**src/rtl/vsel_pkg.sv**
```systemverilog
package vsel_pkg;

  localparam int unsigned GRP_MAX  = 4;
  localparam int unsigned GRP_PAIR = 2;

  // width of one element in bytes for a given size code
  function automatic logic [31:0] elem_bytes(input logic [1:0] code);
    return 32'd1 << code;
  endfunction

  // flat element number owning a flat byte position
  function automatic logic [31:0] elem_of_byte(input logic [31:0] pos,
                                               input logic [1:0]  code);
    return pos >> code;
  endfunction

  // lowest byte of the element slot holding a byte position
  function automatic logic [31:0] slot_base(input logic [31:0] pos,
                                            input logic [1:0]  code);
    return pos & ~(elem_bytes(code) - 32'd1);
  endfunction

  // counter-form activity test before inversion
  function automatic logic below_count(input logic [31:0] idx,
                                       input logic [31:0] cnt);
    return idx < cnt;
  endfunction

endpackage

```
**src/rtl/vsel_pred_expand.sv**
```systemverilog
module vsel_pred_expand
  import vsel_pkg::*;
#(
  parameter int unsigned MASK_W = 64,
  parameter int unsigned CNT_W  = 16
) (
  input  logic [1:0]        size_code,
  input  logic [CNT_W-1:0]  count,
  input  logic              invert,
  output logic [MASK_W-1:0] mask
);

  // one mask bit per byte of the group; every byte of an element
  // gets that element's activity
  for (genvar p = 0; p < MASK_W; p++) begin : g_bit
    logic [31:0] eidx;
    assign eidx    = elem_of_byte(32'(p), size_code);
    assign mask[p] = below_count(eidx, 32'(count)) ^ invert;
  end

endmodule

```
**src/rtl/vsel_lane_mux.sv**
```systemverilog
module vsel_lane_mux
  import vsel_pkg::*;
#(
  parameter int unsigned VLEN    = 128,
  parameter int unsigned MASK_W  = 64,
  parameter int unsigned REG_IDX = 0
) (
  input  logic [1:0]        size_code,
  input  logic              in_group,
  input  logic [MASK_W-1:0] mask,
  input  logic [VLEN-1:0]   a_reg,
  input  logic [VLEN-1:0]   b_reg,
  output logic [VLEN-1:0]   y_reg
);

  localparam int unsigned PL     = VLEN / 8;
  localparam int unsigned MIDX_W = $clog2(MASK_W);

  logic [PL-1:0] lane_act;

  for (genvar b = 0; b < PL; b++) begin : g_byte
    logic [31:0] base;
    // only the lowest mask bit of the element slot decides
    assign base        = slot_base(32'(REG_IDX * PL + b), size_code);
    assign lane_act[b] = mask[MIDX_W'(base)];
    assign y_reg[8*b +: 8] = !in_group    ? 8'h00 :
                             lane_act[b]  ? a_reg[8*b +: 8] :
                                            b_reg[8*b +: 8];
  end

endmodule

```
**src/rtl/vsel_group.sv**
```systemverilog
module vsel_group
  import vsel_pkg::*;
#(
  parameter int unsigned VLEN  = 128,
  parameter int unsigned CNT_W = 16
) (
  input  logic                    clk,
  input  logic                    rst_n,
  input  logic                    in_valid,
  input  logic [1:0]              size_code,
  input  logic                    quad_sel,
  input  logic [CNT_W-1:0]        pred_count,
  input  logic                    pred_invert,
  input  logic [GRP_MAX*VLEN-1:0] src_a,
  input  logic [GRP_MAX*VLEN-1:0] src_b,
  output logic                    out_valid,
  output logic [GRP_MAX*VLEN-1:0] dst
);

  localparam int unsigned PL     = VLEN / 8;
  localparam int unsigned MASK_W = PL * GRP_MAX;
  localparam int unsigned GRP_W  = VLEN * GRP_MAX;

  logic [MASK_W-1:0] grp_mask;
  logic [GRP_W-1:0]  merged;
  logic [GRP_W-1:0]  dst_q;
  logic              valid_q;
  logic              quad_q;

  vsel_pred_expand #(
    .MASK_W (MASK_W),
    .CNT_W  (CNT_W)
  ) u_expand (
    .size_code (size_code),
    .count     (pred_count),
    .invert    (pred_invert),
    .mask      (grp_mask)
  );

  for (genvar r = 0; r < GRP_MAX; r++) begin : g_reg
    logic in_group;
    assign in_group = quad_sel || (r < GRP_PAIR);
    vsel_lane_mux #(
      .VLEN    (VLEN),
      .MASK_W  (MASK_W),
      .REG_IDX (r)
    ) u_lane (
      .size_code (size_code),
      .in_group  (in_group),
      .mask      (grp_mask),
      .a_reg     (src_a[r*VLEN +: VLEN]),
      .b_reg     (src_b[r*VLEN +: VLEN]),
      .y_reg     (merged[r*VLEN +: VLEN])
    );
  end

  always_ff @(posedge clk or negedge rst_n) begin
    if (!rst_n) begin
      valid_q <= 1'b0;
      quad_q  <= 1'b0;
      dst_q   <= '0;
    end else begin
      valid_q <= in_valid;
      if (in_valid) begin
        quad_q <= quad_sel;
        dst_q  <= merged;
      end
    end
  end

  assign out_valid = valid_q;
  assign dst       = dst_q;

  AST_VALID_LATENCY: assert property (@(posedge clk) disable iff (!rst_n)
    in_valid |=> out_valid);
  AST_IDLE_QUIET: assert property (@(posedge clk) disable iff (!rst_n)
    !in_valid |=> !out_valid);
  AST_HOLD_DST: assert property (@(posedge clk) disable iff (!rst_n)
    !in_valid |=> $stable(dst));
  AST_PAIR_UPPER_ZERO: assert property (@(posedge clk) disable iff (!rst_n)
    (out_valid && !quad_q) |-> (dst[GRP_W-1:GRP_PAIR*VLEN] == '0));
  AST_EMPTY_MASK: assert property (@(posedge clk) disable iff (!rst_n)
    (in_valid && pred_count == '0 && !pred_invert) |-> (grp_mask == '0));
  AST_FULL_MASK: assert property (@(posedge clk) disable iff (!rst_n)
    (in_valid && 32'(pred_count) >= MASK_W && !pred_invert) |-> (&grp_mask));
  AST_INVERT_EMPTY: assert property (@(posedge clk) disable iff (!rst_n)
    (in_valid && pred_count == '0 && pred_invert) |-> (&grp_mask));

endmodule

```
**config.mk**
```make
export PLATFORM = sky130hd
export DESIGN_NAME = vsel_group
export DESIGN_NICKNAME = d
export VERILOG_FILES = /design/src/rtl/vsel_pkg.sv /design/src/rtl/vsel_pred_expand.sv /design/src/rtl/vsel_lane_mux.sv /design/src/rtl/vsel_group.sv
export SDC_FILE = /design/constraint.sdc
export NUM_CORES = 1
export LEC_CHECK = 0
export ABC_AREA = 1
export BUFFER_PORTS_ARGS = -buffer_cell sky130_fd_sc_hd__buf_4
export CORE_AREA = 4 4 607 609
export DETAILED_ROUTE_END_ITERATION = 6
export DIE_AREA = 0 0 611 613
export GPL_TIMING_DRIVEN = 0
export PLACE_DENSITY = 0.3
export SLEW_MARGIN = 10
export SYNTH_ARGS = -nofsm -noshare
export SYNTH_HDL_FRONTEND = slang
export SYNTH_HIERARCHICAL = 1
export SYNTH_SLANG_ARGS = --single-unit
export TNS_END_PERCENT = 10
```
**constraint.sdc**
```tcl
create_clock -name clk -period 0.8 [get_ports clk]
set_input_delay 0.2 -clock clk [delete_from_list [all_inputs] [get_ports clk]]
set_output_delay 0.2 -clock clk [all_outputs]
set_load 0.02 [all_outputs]
```
* Yosys cells after proc, flatten, opt, wreduce, memory -nomap -nowiden *
Index checks and enable logic that the tools add are counted.
W data, S select, Z words.

cells by class
  $add $sub $neg = 1
  $mul = 0
  div/mod/pow operators = 0
  $lt $le $gt $ge = 127
  equal/unequal tests = 0
  shift-type cells = 65
  mux-type cells = 222
  bitwise operators = 65
  reductions and logical operators = 0

operators by type and width
  operator                count
  $lt A32 B16 Y1          64
  $shr A6 B2 Y32 const A  32
  $mux W8                 96
  $shr A5 B2 Y32 const A  16
  $shr A4 B2 Y32 const A  8
  $lt A6 B7 Y1 const B    32
  $shr A3 B2 Y32 const A  4
  $lt A5 B7 Y1 const B    16
  $mux W1                 69
  $shr A1 B2 Y32 const A  2
  $shr A2 B2 Y32 const A  2
  $xor A1 B1 Y1           64
  $bmux W1 S3             20
  $bmux W1 S4             15
  $lt A4 B7 Y1 const B    8
  $bmux W1 S2             15
  $bmux W1 S5             6
  $lt A3 B7 Y1 const B    4
  $lt A2 B7 Y1 const B    2
  $lt A1 B7 Y1 const B    1
  $bmux W1 S6             1
  $not A6 Y6              1
  $shl A1 B2 Y6 const A   1
  $sub A6 B1 Y6 const B   1

storage, ports and cells
  flip-flop bits (word level) = 513
  latch bits = 0
  RAM bits = 0
  ROM bits = 0
  output and inout port bits = 513
  logic and storage cells = 482
  memories kept = 0

* Depth between registers and ports, before layout *
Gate-level depths: netlist (run 1).

  depth in word-level cells = 7
  mapped depth = 26

* By module *
Netlist (run 1), hierarchy kept.

by module, submodules not included
  module                            times used  cells each  area an instance (um2)
  vsel_group                        1           2164        19458.7
  vsel_pred_expand                  1           641         3203.1
  vsel_lane_mux at g_reg[3].u_lane  1           577         2761.4
  vsel_lane_mux at g_reg[1].u_lane  1           572         2663.8
  vsel_lane_mux at g_reg[0].u_lane  1           557         2556.2
  vsel_lane_mux at g_reg[2].u_lane  1           551         2399.8

* Worst setup path after synthesis (run 1) *
No wires, ideal clock.

  path kind = input -> register
  start = input size_code[0]
  end = register dst_q[344] (netlist: dst[344])
  library setup time = 117 ps
  arrival = 2667 ps
  required time = 683 ps
  slack = -1984 ps
  cell stages on the path = 22
  cells stage by stage = inv_1 ha_1 nor2_1 inv_1 ha_1 clkbuf_1 nand2_1 o21ai_0 nand2_1 nand2_2 nand2_1 nand2_1 nand2_1 inv_1 clkbuf_1 nand2_1 nand3_2 inv_1 nor2_1 nor2_1 nand2_1 nand2_1

on the way
  longest elaborated chain between the ends = 7
  elaborated cells on any way between the ends = 55

ends and longest elaborated chain
  element                        line                    text
  from (decl)                    vsel_group.sv:10        input logic [1:0] size_code,
  $shr A6 B2 Y32                 vsel_pkg.sv:14          return pos >> code;
  $lt A32 B16 Y1                 vsel_pkg.sv:26          return idx < cnt;
  $xor A1 B1 Y1                  vsel_pred_expand.sv:18  assign mask[p] = below_count(eidx, 32'(count)) ^ invert;
  net grp_mask[40]               vsel_group.sv:24        logic [MASK_W-1:0] grp_mask;
  $bmux W1 S4                    vsel_lane_mux.sv:25     assign lane_act[b] = mask[MIDX_W'(base)];
  $mux W1 (implied by the code)  vsel_lane_mux.sv:25
  $mux W8                        vsel_lane_mux.sv:27     lane_act[b] ? a_reg[8*b +: 8] :
  $mux W8                        vsel_lane_mux.sv:26     assign y_reg[8*b +: 8] = !in_group ? 8'h00 :
  net merged[344]                vsel_group.sv:25        logic [GRP_W-1:0] merged;
  to (signal assigned)           vsel_group.sv:66        dst_q <= merged;
  to (decl)                      vsel_group.sv:26        logic [GRP_W-1:0] dst_q;

The timed path passes the listed nets, and every way through them passes these cells. The select of a mux whose other input is x is not followed.
A chain may end at the register's enable or synchronous reset.

* Worst setup path in the final report (run 1) *
  start = input size_code[0]
  end = register dst_q[324] (netlist: dst[324])

on the way
  longest elaborated chain between the ends = 7
  elaborated cells on any way between the ends = 19

ends and longest elaborated chain
  element                        line
  $shr A6 B2 Y32                 vsel_pkg.sv:14
  $lt A32 B16 Y1                 vsel_pkg.sv:26
  $xor A1 B1 Y1                  vsel_pred_expand.sv:18
  net grp_mask[40]               vsel_group.sv:24
  $bmux W1 S2                    vsel_lane_mux.sv:25
  $mux W1 (implied by the code)  vsel_lane_mux.sv:25
  $mux W8                        vsel_lane_mux.sv:27
  $mux W8                        vsel_lane_mux.sv:26
  net merged[324]                vsel_group.sv:25

The timed path passes the listed nets, and every way through them passes these cells. The select of a mux whose other input is x is not followed.

==> metrics.cfg, run 1 <==
[status]
status=complete, but fails checks
violations=hold timing, setup timing

[cts]
cts_tree=done
clk_pin_slew_worst_paths_ps=70
clockBufferDepth=4
insertion_delay_ps=770
numCtsBuffers=85
cts-root-buf=clkbuf_16
cts_sinks=513
htreeDepth=3

[pwr]
p_total_mw=110
p_per_area_mw_per_mm2=1570
worst_ir_drop_vdd_mv=1.29
p_leak_nw=34.1

[global_routing]
grt_pass1_wl_mm=415
grt_antenna_before_repair=156
grtUsageMet3=0.0292
busiest_layer=met2
grt_pass1_vias=47500
grt_max_degree=86
overflow=0
grt_use_total=0.160
use_met1=0.200
met2_usage=0.286

[logic_synthesis]
mappedNetlistArea_mm2=0.0330
postSynthAreaPerCell_um2=6.53
synth-async-reset-ratio=1.00
postSynthCellCount=5062
ys_seq_area_frac=0.389
yosys.cell_types.count=47
ys.flop_type=dfrtp_1
synth_edf_count=0
yosysWarnings=6
synthTopCellsByArea=dfrtp_1, nand2_1, nor2_1
synth_top_area_frac=0.389
synth_top_cell_by_area=dfrtp_1
ys_ff_latch=513

[final_layout]
drive_above_1_share=0.345
fin_nets=9023
design_area_mm2=0.0699
final_util=0.193
final_cells=12800
areaGrowthSynthToFinish_pct=112

[route]
wl_mm=317
vias_per_cell=3.58
drc=0
ant_nets=0
drt_first_iter_violations=2753
drt_pre_antenna_iters=6
wl_per_cell_um=24.6
vias=46000

[sta]
setup_viol=1224
slew_headroom=0.108
whs_ps=-583
postLayoutSetupSlackWorst_ps=-1630
rsz0062_at_grt=yes
timing.final.crit_period_ps=2430
max_clock_freq_mhz=411
finalCritPeriodShare=3.04
drv_slew=0
tightest_slew_ps=1340
clock_skew_ps=0
fin_setup_tns_ps=-1109740
hold_viol=195

[setup_path]
end_kind=flip-flop
cp_cell_sequence=buf_16 > clkinvlp_4 > ha_4 > nor2_4 > inv_4 > ha_4 > buf_6 > a21oi_4 > o21ai_2 > nand2_1 > nand2_2 > nand3_2 > nand2_8 > clkbuf_16 > o21ai_0 > nor2_1 > nand2_1 > nand2_1
r2r_start=dst[7]
critPathLaunch=size_code[0]
cp_data_required_time_ps=1470
max_stage_delay_ps=680
worst_ep_arrival_time_ps=3100
slowest_stage=o21ai_0
cp-start-kind=input pin
path_max_fanout=10
critPathKind=in -> reg
crit_top_cell=nand2_1

[placement]
dpl_cell_area_mm2=0.0512
port_buffers=1557
gp_congestion=0.917
dp_hpwl_mm=268
placed_cells=11400

[floorplan]
io_pins=1560
die_area_mm2=0.375
initial_utilization=0.0912
die_w_um=611
die_h_um=613
coreArea_mm2=0.362
row_count=221

[min_path]
hold_path.class=in -> async

[run]
maxCapViolations=0

power breakdown:
part	total (mW)	internal (mW)	switching (mW)
Clock	38.6	23.1	15.4
Sequential	30.5	28.7	1.78
Combinational	40.8	17.2	23.6
metal layers:
| metal | vias to the layer above | part of all wire |
|---|---|---|
| li1 | 21700 | - |
| met1 | 22200 | 0.43 |
| met2 | 1604 | 0.50 |
| met3 | 391 | 0.053 |
| met4 | 44 | 0.025 |
| met5 | - | 0.00085 |
area by class of cell:
class	instances	area (um^2)
antenna	59	148
buffer	246	1870
clock buffer	124	2490
clock inverter	23	288
fill	41200	292000
inverter	277	1260
multi-input combinational	4037	20800
sequential	513	12800
tap	4794	6000
timing repair buffer	2773	24300
cells by family after synthesis:
kind of cell | synth area share
buf+inv | 0.0830
compound gates | 0.101
other cells | 0.000113
xor+xnor | 0.00265
fa+ha+maj | 0.0163
simple gates | 0.409
flops | 0.389
critical path, delay by kind of cell:
kind                     cells  cell delay, ps
adder cells (fa/ha/maj)      2             510
buffers and inverters        5             680
AO/OA/AOI/OAI                3             910
AND/OR/NAND/NOR              8             770
stage by stage:
stage / hold WS (ps) / worst slack, ps
3_3_place_gp: 358 / -7840
4_1_cts: -671 / -1520
6_report: -583 / -1630
2_1_floorplan: -95.6 / -1780
3_5_place_dp: 217 / -4340
5_1_grt: -607 / -1680
cell usage in the layout, fill, tap and decap left out, types with 8 or more instances in the layout:
cell | synthesis | final
conb_1 | 1 | 11
nand3_4 | 2 | 32
nor2_2 | 8 | 60
o21ai_2 | 14 | 52
ha_1 | 43 | 22
clkinvlp_4 | 0 | 18
dfrtp_1 | 513 | 513
clkinv_2 | 0 | 10
ha_4 | 0 | 20
inv_2 | 25 | 33
a21oi_2 | 4 | 53
inv_1 | 245 | 191
buf_12 | 1 | 49
buf_16 | 0 | 8
nor2_4 | 12 | 59
nand2_8 | 1 | 22
nand3_1 | 208 | 165
buf_6 | 61 | 100
nand2_2 | 38 | 123
o21ai_0 | 338 | 220
clkbuf_8 | 0 | 20
clkbuf_1 | 54 | 67
buf_2 | 74 | 73
diode_2 | 0 | 59
inv_4 | 4 | 21
nand4_1 | 29 | 29
inv_6 | 3 | 13
nand3_2 | 17 | 31
a21oi_1 | 246 | 175
buf_8 | 0 | 13
nor2_1 | 714 | 615
clkbuf_16 | 0 | 91
o21ai_1 | 12 | 60
nand2_1 | 2252 | 2093
a21oi_4 | 3 | 25
buf_4 | 48 | 1700
nand2_4 | 9 | 64
dlygate4sd3_1 | 0 | 1015
o21ai_4 | 1 | 33
nand3b_1 | 40 | 40
cells in the mapped netlist (9+ instances only):
library cell / number
a21oi_1: 246
buf_1: 9
buf_2: 74
buf_4: 48
buf_6: 61
clkbuf_1: 54
dfrtp_1: 513
ha_1: 43
inv_1: 245
inv_2: 25
nand2_1: 2252
nand2_2: 38
nand2_4: 9
nand3_1: 208
nand3_2: 17
nand3b_1: 40
nand4_1: 29
nor2_1: 714
nor2_4: 12
o21ai_0: 338
o21ai_1: 12
o21ai_2: 14
xor2_1: 10
worst paths after layout:
kind,to,slack (ps),cells past startpoint
max,dst[324],-1630,18
min,dst[193],-580,1
max reg2reg,dst[7],70,2
min reg2reg,dst[324],470,2
max in group asynchronous,dst[410],-410,4
min in group clk,dst[262],-60,5
state kept, by name, summed over array words and instances (netlist names):
signal and cells:
dst 512, out_valid 1
timing repair:
item | CTS | global route
setup endpoints to repair | 1164 | 1315
cloned | 4 | 7
buffers inserted | 153 | 34
hold buffers | 1014 | 1
pin swaps | 155 | 167
endpoints found under the hold margin | 704 | 180
gates resized for setup | 655 | 351
No activity file was read; power rests on OpenSTA's default activity.
==> run 2, diff against run 1 <==
PLACE_DENSITY = default   (was 0.3)
==> run 2 against run 1 <==
Net effect: the flow still finishes with violations (hold timing, setup timing); final cell count is 0.73% higher; worst setup slack got worse by 110 ps; fmax down 4.5%; sequential power about the same; design area rose by 3.1%; worst hold slack got worse by 24 ps.
==> metrics.cfg, run 2 (synthesis gave the netlist of run 1 again) <==
[cts]
cts-root-buf=clkbuf_16
cts_tree=done
clockBufferDepth=4  ; unchanged
clk_pin_slew_worst_paths_ps=60  ; about the same
htreeDepth=3  ; unchanged
cts_sinks=513  ; unchanged
numCtsBuffers=75  ; -12%
insertion_delay_ps=730  ; -40 ps

[sta]
hold_viol=263  ; +35%
finalCritPeriodShare=3.18  ; +0.143
slew_headroom=0.262  ; +0.153
postLayoutSetupSlackWorst_ps=-1740  ; -114 ps
rsz0062_at_grt=yes
max_clock_freq_mhz=393  ; -4.5%
setup_viol=1046  ; -15%
whs_ps=-607  ; -24.2 ps
tightest_slew_ps=1110  ; -230 ps
drv_slew=0  ; unchanged
timing.final.crit_period_ps=2540  ; +114 ps
fin_setup_tns_ps=-1143400  ; -33,660 ps
clock_skew_ps=0  ; unchanged

[placement]
pre_cts_ws_ps=-4970  ; -628 ps
dp_hpwl_mm=324  ; +21%
placed_cells=11400  ; -0.026%
port_buffers=1557  ; unchanged
gp_congestion=0.977  ; +6.5%

[final_layout]
largest_register_ffs=512  ; unchanged
layout_commonest_cell=nand2_1
final_cells=12900  ; +0.73%
fin_nets=9061  ; +0.42%
drive_above_1_share=0.383  ; +0.0379
final_cell_mix=nand2_1, buf_4, dlygate4sd3_1, nor2_1, dfrtp_1
nFillCells=40400  ; -1.9%
areaGrowthSynthToFinish_pct=118

[setup_path]
critPathKind=in -> reg
worst_ep_arrival_time_ps=3170  ; +70 ps
cp_cell_sequence=buf_16 > clkinvlp_4 > buf_6 > ha_4 > ha_4 > nand2_4 > nand2_4 > nand2_2 > nand2_2 > nand2_2 > xor2_1 > inv_2 > nand3_2 > nand3_4 > clkinvlp_4 > buf_6 > nor2_4 > nor2_1 > nand2_1 > nand2_1
cp-start-kind=input pin
max_stage_delay_ps=310  ; -370 ps
end_kind=flip-flop
slowest_stage=ha_4
cp_data_required_time_ps=1430  ; -40 ps
r2r_start=dst[486]
path_max_fanout=7  ; -3
crit_top_cell=nand2_2
critPathLaunch=size_code[1]

[global_routing]
grt_use_total=0.191  ; +0.0304
grt_pass1_vias=46700  ; -1.7%
grt_antenna_before_repair=325  ; +110%
grt_max_degree=98  ; +14%
grt_pass1_wl_mm=471  ; +14%
overflow=0  ; unchanged

[pwr]
p_per_area_mw_per_mm2=1540  ; -2.1%
p_leak_nw=34.5  ; +1.2%
worst_ir_drop_vdd_mv=1.53  ; +19%

[floorplan]
die_area_mm2=0.375  ; unchanged
io_pins=1560  ; unchanged
die_h_um=613  ; unchanged
die_w_um=611  ; unchanged
row_count=221  ; unchanged
coreArea_mm2=0.362  ; unchanged
initial_utilization=0.0912  ; unchanged

[route]
drt_first_iter_violations=4582  ; +66%
drt_pre_antenna_iters=6  ; unchanged
wl_mm=380  ; +20%
vias_per_cell=3.84  ; +7.4%
drc=0  ; unchanged
wl_per_cell_um=29.4  ; +19%
vias=49700  ; +8.1%
ant_nets=0  ; unchanged

[status]
status=complete, but fails checks
violations=hold timing, setup timing

[run]
maxCapViolations=0  ; unchanged

[min_path]
hold_path.class=in -> async

[run 2: changes by cell type in the layout (fill, tap and decap cells not counted), sizes merged]
cell / previous run / this run
clkbuf: 179 / 163
diode: 59 / 126
clkinv: 15 / 14
dlygate4sd3: 1015 / 986
bufbuf: 0 / 1
o211ai: 7 / 8
inv: 262 / 263
buf: 1948 / 2017
nand3: 228 / 229
[run 2: per-stage QoR]
step | total power, mW | cell area, um^2 | util
global route | 115 | 72000 | 0.199
global placement | 63.2 | 51000 | 0.141
detailed placement | 63.4 | 51200 | 0.141
floorplan | 44.1 | 33300 | -
finish | 111 | 72100 | 0.199
CTS | 109 | 69400 | 0.192
[run 2: worst max-delay path: cells and delay by family]
family                     cells  cell delay, ps
xor gates and xnor gates       1             150
adders and majority gates      2             610
buffers and inverters          6             960
and+or+nand+nor               11            1180
[run 2: worst paths after layout]
kind,to,slack (ps),cells past startpoint
max,dst[116],-1740,20
min,dst[46],-610,1
max reg2reg,dst[486],80,2
min reg2reg,dst[204],470,2
max in group asynchronous,dst[322],-30,3
min in group clk,dst[327],-10,5
[run 2: cell type report]
cell class | instances | area, um^2 | share of cell area
well taps | 4794 | 6000 | 0.0832
plain buffers | 246 | 1910 | 0.0265
inverters | 277 | 1300 | 0.0180
clock inverters | 23 | 284 | 0.00394
diodes | 126 | 315 | 0.00437
clock buffers | 103 | 2090 | 0.0290
multi-input cells | 4039 | 22400 | 0.311
flip-flops and latches | 513 | 12800 | 0.178
repair buffers | 2819 | 24900 | 0.346
[run 2: routing by layer]
metal | vias up | GRT usage | routed length, um
li1 | 21900 | - | -
met1 | 23900 | 0.246 | 160000
met2 | 2817 | 0.299 | 167000
met3 | 787 | 0.0681 | 38000
met4 | 256 | 0.0535 | 13600
met5 | - | 0 | 1630
[run 2: repair_timing]
item,CTS,global route
hold buffers,984,2
cloned,8,7
endpoints found under the setup margin,1025,1170
hold endpoints to repair,773,256
pin swaps,250,207
resized for setup,1027,440
buffers inserted,191,71
[run 2: power breakdown]
| group | total (mW) | switching [mW] | internal (mW) | leakage, nW |
|---|---|---|---|---|
| logic | 45.8 | 27.5 | 18.4 | 26.7 |
| registers | 30.5 | 1.78 | 28.7 | 6.64 |
| clock network | 34.6 | 14.7 | 19.9 | 1.17 |
| total | 111 | 43.9 | 67.0 | 34.5 |
